--- config.mk ---
export PLATFORM = sky130hd
export DESIGN_NAME = bus_data_err_logger
export DESIGN_NICKNAME = d
export VERILOG_FILES = /design/src/rtl/bdel_pkg.sv /design/src/rtl/bdel_lane_arbiter.sv /design/src/rtl/bdel_flag_file.sv /design/src/rtl/bdel_signal_gen.sv /design/src/rtl/bus_data_err_logger.sv
export SDC_FILE = /design/constraint.sdc
export NUM_CORES = 1
export LEC_CHECK = 0
export CAP_MARGIN = 15
export CELL_PAD_IN_SITES_DETAIL_PLACEMENT = 1
export CELL_PAD_IN_SITES_GLOBAL_PLACEMENT = 1
export CORE_ASPECT_RATIO = 1.75
export CORE_UTILIZATION = 35
export DETAILED_ROUTE_END_ITERATION = 12
export GPL_TIMING_DRIVEN = 0
export PLACE_DENSITY = 0.93
export SETUP_SLACK_MARGIN = 0.1
export SYNTH_ARGS = -nofsm -noshare
export SYNTH_HDL_FRONTEND = slang
export SYNTH_SLANG_ARGS = --single-unit
--- constraint.sdc ---
create_clock -name clk_i -period 2.55 [get_ports clk_i]
set_input_delay 0.255 -clock clk_i [delete_from_list [all_inputs] [get_ports clk_i]]
set_output_delay 0.255 -clock clk_i [all_outputs]
set_load 0.1 [all_outputs]
--- src/rtl/bdel_pkg.sv ---
package bdel_pkg;

    localparam int FLAG_W = 4;

    typedef enum logic [1:0] {
        LVL_NONE = 2'd0,
        LVL_CWR  = 2'd1,
        LVL_CRD  = 2'd2,
        LVL_UNC  = 2'd3
    } lvl_e;

    // packed MSB first: bit3 second write, bit2 uncorrectable, bit1 read, bit0 write
    typedef struct packed {
        logic cwr2;
        logic unc;
        logic crd;
        logic cwr;
    } flags_t;

endpackage

--- src/rtl/bdel_lane_arbiter.sv ---
module bdel_lane_arbiter
    import bdel_pkg::*;
#(
    parameter int NUM_LANES = 4
) (
    input  logic [NUM_LANES-1:0] unc_i,
    input  logic [NUM_LANES-1:0] crd_i,
    input  logic [NUM_LANES-1:0] cwr_i,
    output lvl_e                 lvl_o,
    output logic [NUM_LANES-1:0] mask_o
);

    lvl_e lane_lvl [NUM_LANES];
    lvl_e top_lvl;

    always_comb begin
        top_lvl = LVL_NONE;
        for (int i = 0; i < NUM_LANES; i++) begin
            if (unc_i[i]) begin
                lane_lvl[i] = LVL_UNC;
            end else if (crd_i[i]) begin
                lane_lvl[i] = LVL_CRD;
            end else if (cwr_i[i]) begin
                lane_lvl[i] = LVL_CWR;
            end else begin
                lane_lvl[i] = LVL_NONE;
            end
            if (lane_lvl[i] > top_lvl) begin
                top_lvl = lane_lvl[i];
            end
        end
    end

    assign lvl_o = top_lvl;

    for (genvar g = 0; g < NUM_LANES; g++) begin : g_mask
        assign mask_o[g] = (top_lvl != LVL_NONE) && (lane_lvl[g] == top_lvl);
    end

endmodule

--- src/rtl/bdel_flag_file.sv ---
module bdel_flag_file
    import bdel_pkg::*;
#(
    parameter int NUM_LANES = 4
) (
    input  logic                 clk_i,
    input  logic                 rst_ni,
    input  logic                 unc_hit_i,
    input  logic                 crd_hit_i,
    input  logic                 cwr_hit_i,
    input  lvl_e                 in_lvl_i,
    input  logic [NUM_LANES-1:0] in_mask_i,
    input  logic                 clr_en_i,
    input  logic [FLAG_W-1:0]    clr_bits_i,
    output flags_t               flags_o,
    output flags_t               flags_next_o,
    output logic [NUM_LANES-1:0] mask_o
);

    typedef struct packed {
        flags_t               flags;
        logic [NUM_LANES-1:0] mask;
    } state_t;

    state_t s_d, s_q;
    lvl_e   held_lvl;
    flags_t clr;

    always_comb begin
        clr = clr_en_i ? flags_t'(clr_bits_i) : flags_t'('0);

        if (s_q.flags.unc) begin
            held_lvl = LVL_UNC;
        end else if (s_q.flags.crd) begin
            held_lvl = LVL_CRD;
        end else if (s_q.flags.cwr) begin
            held_lvl = LVL_CWR;
        end else begin
            held_lvl = LVL_NONE;
        end

        s_d = s_q;
        // a report in the same cycle outranks the clear
        s_d.flags.cwr  = (s_q.flags.cwr  & ~clr.cwr)  | cwr_hit_i;
        s_d.flags.crd  = (s_q.flags.crd  & ~clr.crd)  | crd_hit_i;
        s_d.flags.unc  = (s_q.flags.unc  & ~clr.unc)  | unc_hit_i;
        s_d.flags.cwr2 = (s_q.flags.cwr2 & ~clr.cwr2) | (cwr_hit_i & s_q.flags.cwr);

        if (in_lvl_i > held_lvl) begin
            s_d.mask = in_mask_i;
        end
    end

    always_ff @(posedge clk_i or negedge rst_ni) begin
        if (!rst_ni) begin
            s_q <= '0;
        end else begin
            s_q <= s_d;
        end
    end

    assign flags_o      = s_q.flags;
    assign flags_next_o = s_d.flags;
    assign mask_o       = s_q.mask;

endmodule

--- src/rtl/bdel_signal_gen.sv ---
module bdel_signal_gen
    import bdel_pkg::*;
(
    input  logic   clk_i,
    input  logic   rst_ni,
    input  logic   unc_hit_i,
    input  logic   crd_hit_i,
    input  logic   cwr_hit_i,
    input  logic   crd_dis_i,
    input  logic   cwr_dis_i,
    input  logic   irq_en_i,
    input  flags_t flags_next_i,
    output logic   bus_err_o,
    output logic   irq_o
);

    typedef struct packed {
        logic bus_err;
        logic irq;
    } sig_t;

    sig_t s_d, s_q;
    logic pending;

    always_comb begin
        pending = flags_next_i.unc
                | (flags_next_i.crd & ~crd_dis_i)
                | (flags_next_i.cwr & ~cwr_dis_i);

        s_d.bus_err = unc_hit_i
                    | (crd_hit_i & ~crd_dis_i)
                    | (cwr_hit_i & ~cwr_dis_i);
        s_d.irq     = irq_en_i & (s_q.bus_err | (s_q.irq & pending));
    end

    always_ff @(posedge clk_i or negedge rst_ni) begin
        if (!rst_ni) begin
            s_q <= '0;
        end else begin
            s_q <= s_d;
        end
    end

    assign bus_err_o = s_q.bus_err;
    assign irq_o     = s_q.irq;

endmodule

--- src/rtl/bus_data_err_logger.sv ---
module bus_data_err_logger
    import bdel_pkg::*;
#(
    parameter int NUM_LANES = 4
) (
    input  logic                 clk_i,
    input  logic                 rst_ni,
    input  logic [NUM_LANES-1:0] unc_err_i,
    input  logic [NUM_LANES-1:0] crd_err_i,
    input  logic [NUM_LANES-1:0] cwr_err_i,
    input  logic                 reg_wr_i,
    input  logic [3:0]           reg_wdata_i,
    input  logic                 crd_dis_i,
    input  logic                 cwr_dis_i,
    input  logic                 irq_en_i,
    output logic [3:0]           err_flags_o,
    output logic [NUM_LANES-1:0] lane_mask_o,
    output logic                 bus_data_err_o,
    output logic                 err_irq_o
);

    lvl_e                 in_lvl;
    logic [NUM_LANES-1:0] in_mask;
    logic                 unc_hit, crd_hit, cwr_hit;
    flags_t               flags_q, flags_next;

    assign unc_hit = |unc_err_i;
    assign crd_hit = |crd_err_i;
    assign cwr_hit = |cwr_err_i;

    bdel_lane_arbiter #(.NUM_LANES(NUM_LANES)) u_arb (
        .unc_i  (unc_err_i),
        .crd_i  (crd_err_i),
        .cwr_i  (cwr_err_i),
        .lvl_o  (in_lvl),
        .mask_o (in_mask)
    );

    bdel_flag_file #(.NUM_LANES(NUM_LANES)) u_flags (
        .clk_i        (clk_i),
        .rst_ni       (rst_ni),
        .unc_hit_i    (unc_hit),
        .crd_hit_i    (crd_hit),
        .cwr_hit_i    (cwr_hit),
        .in_lvl_i     (in_lvl),
        .in_mask_i    (in_mask),
        .clr_en_i     (reg_wr_i),
        .clr_bits_i   (reg_wdata_i),
        .flags_o      (flags_q),
        .flags_next_o (flags_next),
        .mask_o       (lane_mask_o)
    );

    bdel_signal_gen u_sig (
        .clk_i        (clk_i),
        .rst_ni       (rst_ni),
        .unc_hit_i    (unc_hit),
        .crd_hit_i    (crd_hit),
        .cwr_hit_i    (cwr_hit),
        .crd_dis_i    (crd_dis_i),
        .cwr_dis_i    (cwr_dis_i),
        .irq_en_i     (irq_en_i),
        .flags_next_i (flags_next),
        .bus_err_o    (bus_data_err_o),
        .irq_o        (err_irq_o)
    );

    assign err_flags_o = flags_q;

endmodule

== Word level (Yosys, flattened, before mapping) ==
Cells that the tools add are included.
Word-level totals
  bits of input ports: 22
  output and inout port bits: 10
  logic and storage cells: 70
  register bits after elaboration: 10
Cells by class
  muxes and demuxes: 20
  equal/unequal tests: 4
  bitwise gates (word level): 26
  order comparisons: 5
  reductions and logical operators: 8
Operators by type and width (count)
  2-to-1 mux 2 bit: 14
  OR reduction 4 bit: 3
  bitwise AND 1 bit: 11
  OR 1 bit: 9
  equality test 2 bit: 4
  greater-than comparator 2 bit: 4
  inverter 1 bit: 6
  2-to-1 mux 1 bit: 5
  logical AND 1 bit: 4
  2-to-1 mux 4 bit: 1
  greater-than comparator 2 x 1 -> 1 bit, second input constant: 1
  nonzero test 2 bit: 1

== Logic depth before layout (Yosys ltp) ==
  depth in word-level cells: 13
  gate-level depth with buffers: 24
  mapped depth without buffers: 24

== Hierarchy ==
From an unflattened synthesis, not the netlist that was laid out.
Unflattened totals
  cells, all modules: 109
  area, all modules: 1057.3 um2
Modules (own cells, without submodules)
  bdel_lane_arbiter: area an instance 555.5 um2, cells each 67, instances 1, sequential area each 0.0 um2
  bdel_flag_file: area an instance 384.1 um2, cells each 29, instances 1, sequential area each 200.2 um2
  bdel_signal_gen: area an instance 95.1 um2, cells each 10, instances 1, sequential area each 50.0 um2
  bus_data_err_logger: area an instance 22.5 um2, cells each 3, instances 1, sequential area each 0.0 um2

== Least setup slack after synthesis ==
OpenSTA, ideal clock, no wires.
  path type: input to register
  start point: input port crd_err_i[0]
  end point: register u_flags.s_q (netlist bit u_flags.mask_o[0])
  path buffers: 0
  stages: 23
  library setup time: 0.126 ns
  arrival time: 4.160 ns
  required time: 2.424 ns
  setup slack: -1.736 ns
  path through: and2b_2 > or2_2 > ha_1 > or3b_1 > nor3_2 > nor2_1 > nand2_1 > inv_1 > ha_1 > nand2_1 > o21ai_1 > nand3_1 > nand2_1 > ha_1 > nor2b_1 > a2bb2oi_2 > mux2i_1 > a21oi_2 > ha_1 > nor2b_1 > o21ai_1 > nor4b_1 > a221o_1
On the way
  cells in the longest elaborated chain, start to end: 12
  elaborated cells on any way between the ends: 14
  those cells by class: 5 x order compare; 1 x eq/ne; 6 x mux; 2 x reduce/logical
Ends and longest elaborated chain
  start, declared: RTL line bus_data_err_logger.sv:9  | input logic [NUM_LANES-1:0] crd_err_i,
  2-to-1 mux 2 bit *: RTL line bdel_lane_arbiter.sv:21  | end else if (crd_i[i]) begin
  2-to-1 mux 2 bit *: RTL line bdel_lane_arbiter.sv:19  | if (unc_i[i]) begin
  greater-than comparator 2 x 1 -> 1 bit: RTL line bdel_lane_arbiter.sv:28  | if (lane_lvl[i] > top_lvl) begin
  2-to-1 mux 2 bit: RTL line bdel_lane_arbiter.sv:28
  greater-than comparator 2 bit: RTL line bdel_lane_arbiter.sv:28
  2-to-1 mux 2 bit: RTL line bdel_lane_arbiter.sv:28
  greater-than comparator 2 bit: RTL line bdel_lane_arbiter.sv:28
  2-to-1 mux 2 bit: RTL line bdel_lane_arbiter.sv:28
  greater-than comparator 2 bit: RTL line bdel_lane_arbiter.sv:28
  2-to-1 mux 2 bit: RTL line bdel_lane_arbiter.sv:28
  equality test 2 bit or nonzero test 2 bit (tied branches): RTL line bdel_lane_arbiter.sv:37  | assign mask_o[g] = (top_lvl != LVL_NONE) && (lane_lvl[g] == top_lvl);
  logical AND 1 bit: RTL line bdel_lane_arbiter.sv:37
  end signal, assigned: RTL line bdel_flag_file.sv:56  | s_q <= '0;
  end signal, assigned: RTL line bdel_flag_file.sv:58  | s_q <= s_d;
  end, declared: RTL line bdel_flag_file.sv:25  | state_t s_d, s_q;
Every way passes the cells marked *; elsewhere a longest branch is shown, timed or not.
A chain may end at the register's enable or synchronous reset.

== Worst setup path in the final report ==
  start point: input port cwr_err_i[0]
  end point: register u_flags.s_q (netlist bit u_flags.mask_o[1])
On the way
  cells in the longest elaborated chain, start to end: 13
  elaborated cells on any way between the ends: 15
  those cells by class: 5 x order compare; 1 x eq/ne; 7 x mux; 2 x reduce/logical
Ends and longest elaborated chain
  start, declared: RTL line bus_data_err_logger.sv:10  | input logic [NUM_LANES-1:0] cwr_err_i,
  2-to-1 mux 1 bit *: RTL line bdel_lane_arbiter.sv:23  | end else if (cwr_i[i]) begin
  2-to-1 mux 2 bit *: RTL line bdel_lane_arbiter.sv:21
  2-to-1 mux 2 bit *: RTL line bdel_lane_arbiter.sv:19
  greater-than comparator 2 x 1 -> 1 bit: RTL line bdel_lane_arbiter.sv:28
  2-to-1 mux 2 bit *: RTL line bdel_lane_arbiter.sv:28
  greater-than comparator 2 bit: RTL line bdel_lane_arbiter.sv:28
  2-to-1 mux 2 bit *: RTL line bdel_lane_arbiter.sv:28
  greater-than comparator 2 bit: RTL line bdel_lane_arbiter.sv:28
  2-to-1 mux 2 bit *: RTL line bdel_lane_arbiter.sv:28
  greater-than comparator 2 bit: RTL line bdel_lane_arbiter.sv:28
  2-to-1 mux 2 bit *: RTL line bdel_lane_arbiter.sv:28
  equality test 2 bit or nonzero test 2 bit (tied branches): RTL line bdel_lane_arbiter.sv:37
  logical AND 1 bit: RTL line bdel_lane_arbiter.sv:37
Marks and branches as above.

==> results list <==
- Type of the worst setup path: in2reg
- After detailed routing, the average wire length per cell comes to 27.73 microns.
- Across the run, the number of max-cap violations was 0.
* RSZ-0062 raised after global routing: yes
- Of all nets on the critical path, the largest fanout is 5.
- Final wirelength: 6.073 mm
* Crit end category: register
* Count of inserted antenna diode cells: 0
- The via count of the first global-routing pass is 1484.
* Number of rows created at floorplan: 25
- Fraction of registers with async set/reset: 1.000
* Number of clock sinks seen by CTS: 10
- At the worst endpoint, the required time is 2.73 ns.
- After layout, the worst setup slack is -1.733 ns.
* Number of violations reported at the end of detailed-routing iteration 0: 50
* Io pins: 32
- Top cell types by occurrence after synthesis: sky130_fd_sc_hd__nand2_1 (15), sky130_fd_sc_hd__ha_1 (12), sky130_fd_sc_hd__inv_1 (11), sky130_fd_sc_hd__dfrtp_1 (10), sky130_fd_sc_hd__nor2_1 (10)
* Clock input transition at the sequential cells of the worst setup and hold paths: 0.05 ns
- The clock arrives with 0.003464 ns of skew.
* Static leakage: just under 0.9 nW
- Total standard cell area after synthesis: 993.5 sq um
* Worst hold path class: in2async
* Max frequency: about 230 MHz
- Share of Yosys cell area claimed by the top area cell type: 0.2519
* Cell count after synthesis: 121
- Yosys mapped the design onto 39 distinct sky130hd cell types.
* Die outline area: 3064 sq um
- Slew margin rel.: 0.3378
- Post-synthesis average cell area: 8.210 sq um
- Clock buffers created by TritonCTS: 3
- Vias: 1351
- The max-slew violation count came to 0.
* Effective utilization at floorplan: 0.3693
- STA classifies the critical path startpoint as an input pin.
- The first global-routing pass estimated about 8.1 mm of wire.
- Period utilisation layout: 1.680
- Input and output buffers added on the ports amount to 30.
- By area the synthesized netlist is led by sky130_fd_sc_hd__dfrtp_1 (25%), sky130_fd_sc_hd__ha_1 (15%), sky130_fd_sc_hd__nand2_1 (5.7%), sky130_fd_sc_hd__inv_1 (4.2%), sky130_fd_sc_hd__nor2_1 (3.8%).
- Net count, final: between 200 and 250
* Detailed placement HPWL: ~2.6 mm
- Insertion delay to the later sink of the worst-skew pair: 0.24 ns
* Capture point of the worst reg-to-reg path: u_flags.mask_o[1]
- The routed design could run at a clock period as short as approximately 4.3 ns.
* Overall die height: around 72 microns
* Result of the run: complete, but fails checks
* DRC Markers: 0
- Initial antenna violation count: 0
- Number of cells on the worst reg-to-reg path: 6
- Area added between synthesis and finish: 93.45%
- GRT Residual Overflow: 0
- Overall die width: between 40 and 50 microns
- TritonCTS built the clock tree.
- For this run, the total global-route usage over all layers was measured as 0.3615.
* Violations in the final reports: setup timing
* FF+latch count, synth: 10
- Layout cells sized above 1: 0.4479
- Critical register-to-register path startpoint: u_flags.flags_o[2]
- The root buffer cell chosen for the clock tree is sky130_fd_sc_hd__clkbuf_8.
- Arr. time, crit path: between 4 and 5 ns
- Main flop type after synthesis: sky130_fd_sc_hd__dfrtp_1
* Seq/Total Area, Yosys: 0.2519
- The core region is 2690 sq um.
* Count of endpoints failing setup in the final report: 4
- Final design utilization: 0.7144
- Crit path capture: u_flags.mask_o[1]
* Final ANT Viol Nets: 0
- Summed over all instances, the cell type with the most area after synthesis is sky130_fd_sc_hd__dfrtp_1.
- Counting every net in the synthesized netlist gives 155.
- Number of warnings printed during yosys synthesis: 0
- CP Launch Point: cwr_err_i[0]
- The tightest hold path in the finished design has a slack of between 0.3 and 0.4 ns.
- Flop-to-flop setup slack: 0.69 ns
- Transition at the pin with the smallest max-transition slack: 0.9902 ns
- Maximum number of pins on one net before global-route repair: 11
* Power density over cell area: 706.3 nW/um^2
- Number of H-tree branching levels: 1
- Number of failing hold endpoints at the final stage: 0
- Maximum clock insertion buffer count: 2
* Routability Congestion: 0.8748
- Detailed-router iteration count before antenna repair: 4
* Worst VDD drop: 0.3922 mV
- By instance count, the leading cell after synthesis is sky130_fd_sc_hd__nand2_1.
- Using the TritonRoute via totals, the vias-per-cell ratio works out to 6.169.
- Number of enable-type register cells in the synthesized netlist: 0
## per-stage QoR
stage | worst slack [ns] | setup TNS (ns) | total power [mW] | cell area, sq um | instances
finish | -1.733 | -6.848 | 1.357 | 1922 | 219
detailed placement | -2.683 | -10.46 | 0.8162 | 1371 | 178
global placement | -2.476 | -9.673 | 0.7895 | 1371 | 178
global route | -1.832 | -7.242 | 1.400 | 1922 | 219
CTS | -1.584 | -6.238 | 1.177 | 1758 | 213
floorplan | -1.533 | -5.981 | 0.6520 | 1037 | 121
## report_power, final
part	switching, mW	internal, mW
Clock	0.0651	0.104
Combinational	0.576	0.398
Sequential	0.0239	0.191
## timing repair
action                     4_1_cts  5_1_grt
pin swaps                       16       18
setup buffers                   31        7
setup endpoints to repair        4        4
hold buffers                     0        0
cloned                           1        0
resized for setup               44       22
## placed cells by master, fill, tap and decap left out, types with 3 or more instances in the layout
cell                              netlist  routed
sky130_fd_sc_hd__clkdlybuf4s50_1        0      25
sky130_fd_sc_hd__buf_4                  0      36
sky130_fd_sc_hd__inv_1                 11      10
sky130_fd_sc_hd__nor2_4                 0       3
sky130_fd_sc_hd__a21o_1                 3       3
sky130_fd_sc_hd__clkbuf_8               0       3
sky130_fd_sc_hd__nor2_1                10       6
sky130_fd_sc_hd__ha_4                   0       5
sky130_fd_sc_hd__ha_1                  12       7
sky130_fd_sc_hd__dfrtp_1               10      10
sky130_fd_sc_hd__nor3_1                 4       3
sky130_fd_sc_hd__nor2b_4                0       4
sky130_fd_sc_hd__nand2_1               15      11
sky130_fd_sc_hd__a21oi_1                6       5
## worst min-delay path by stage
stage                    startpoint                 end  slack [ns]
floorplan                    rst_ni  u_flags.flags_o[0]       -0.04
global placement    u_sig.bus_err_o         u_sig.irq_o        0.47
detailed placement  u_sig.bus_err_o         u_sig.irq_o        0.48
CTS                          rst_ni  u_flags.flags_o[1]        0.36
global route                 rst_ni   u_flags.mask_o[0]        0.37
finish                       rst_ni   u_flags.mask_o[0]        0.35
## cell families after synthesis
group                    after synthesis  share of synthesized area
multiplexers                           2                    0.02015
adder cells (fa/ha/maj)               12                     0.1511
AO/OA/AOI/OAI                         28                     0.2128
AND/OR/NAND/NOR                       56                     0.3149
flip-flops                            10                     0.2519
buffers and inverters                 13                    0.04912
## worst max-delay path, cell delays in order
cell and delay [ns]:
sky130_fd_sc_hd__buf_6 0.10, sky130_fd_sc_hd__and2b_2 0.20, sky130_fd_sc_hd__or2_4 0.24, sky130_fd_sc_hd__ha_4 0.23, sky130_fd_sc_hd__or3b_4 0.41, sky130_fd_sc_hd__nor3_4 0.23
sky130_fd_sc_hd__nor2_4 0.07, sky130_fd_sc_hd__nand2_2 0.09, sky130_fd_sc_hd__inv_2 0.05, sky130_fd_sc_hd__ha_4 0.27, sky130_fd_sc_hd__nand2_4 0.07, sky130_fd_sc_hd__o21ai_4 0.09
sky130_fd_sc_hd__nand3_4 0.12, sky130_fd_sc_hd__nand2_2 0.10, sky130_fd_sc_hd__ha_4 0.14, sky130_fd_sc_hd__nor2b_4 0.05, sky130_fd_sc_hd__a2bb2oi_4 0.17, sky130_fd_sc_hd__nor4b_4 0.37
sky130_fd_sc_hd__a21oi_2 0.14, sky130_fd_sc_hd__ha_4 0.19, sky130_fd_sc_hd__nor2b_4 0.20, sky130_fd_sc_hd__o21ai_4 0.13, sky130_fd_sc_hd__nor3_1 0.33, sky130_fd_sc_hd__a221o_1 0.18
## registers in the layout, summed over array words and instances (netlist names)
signal           flops
u_flags.flags_o      4
u_flags.mask_o       4
u_sig.bus_err_o      1
u_sig.irq_o          1
## per-layer routing
layer	share of wire	global-route usage	vias to the layer above
li1	-	-	585
met1	0.35	0.3534	659
met3	0.037	0.03234	29
met5	0	0	-
met2	0.56	0.7111	78
met4	0.062	0.1979	0
## final cells by class
class                   count  area [sq um]
clock buffers               3         41.29
inverters                  11         41.29
fillers                   283         768.2
plain buffers               2         8.758
well taps                  27         33.78
multi-input cells          99         967.2
flip-flops and latches     10         250.2
repair buffers             67         579.3
(Power assumes the default switching activity.)
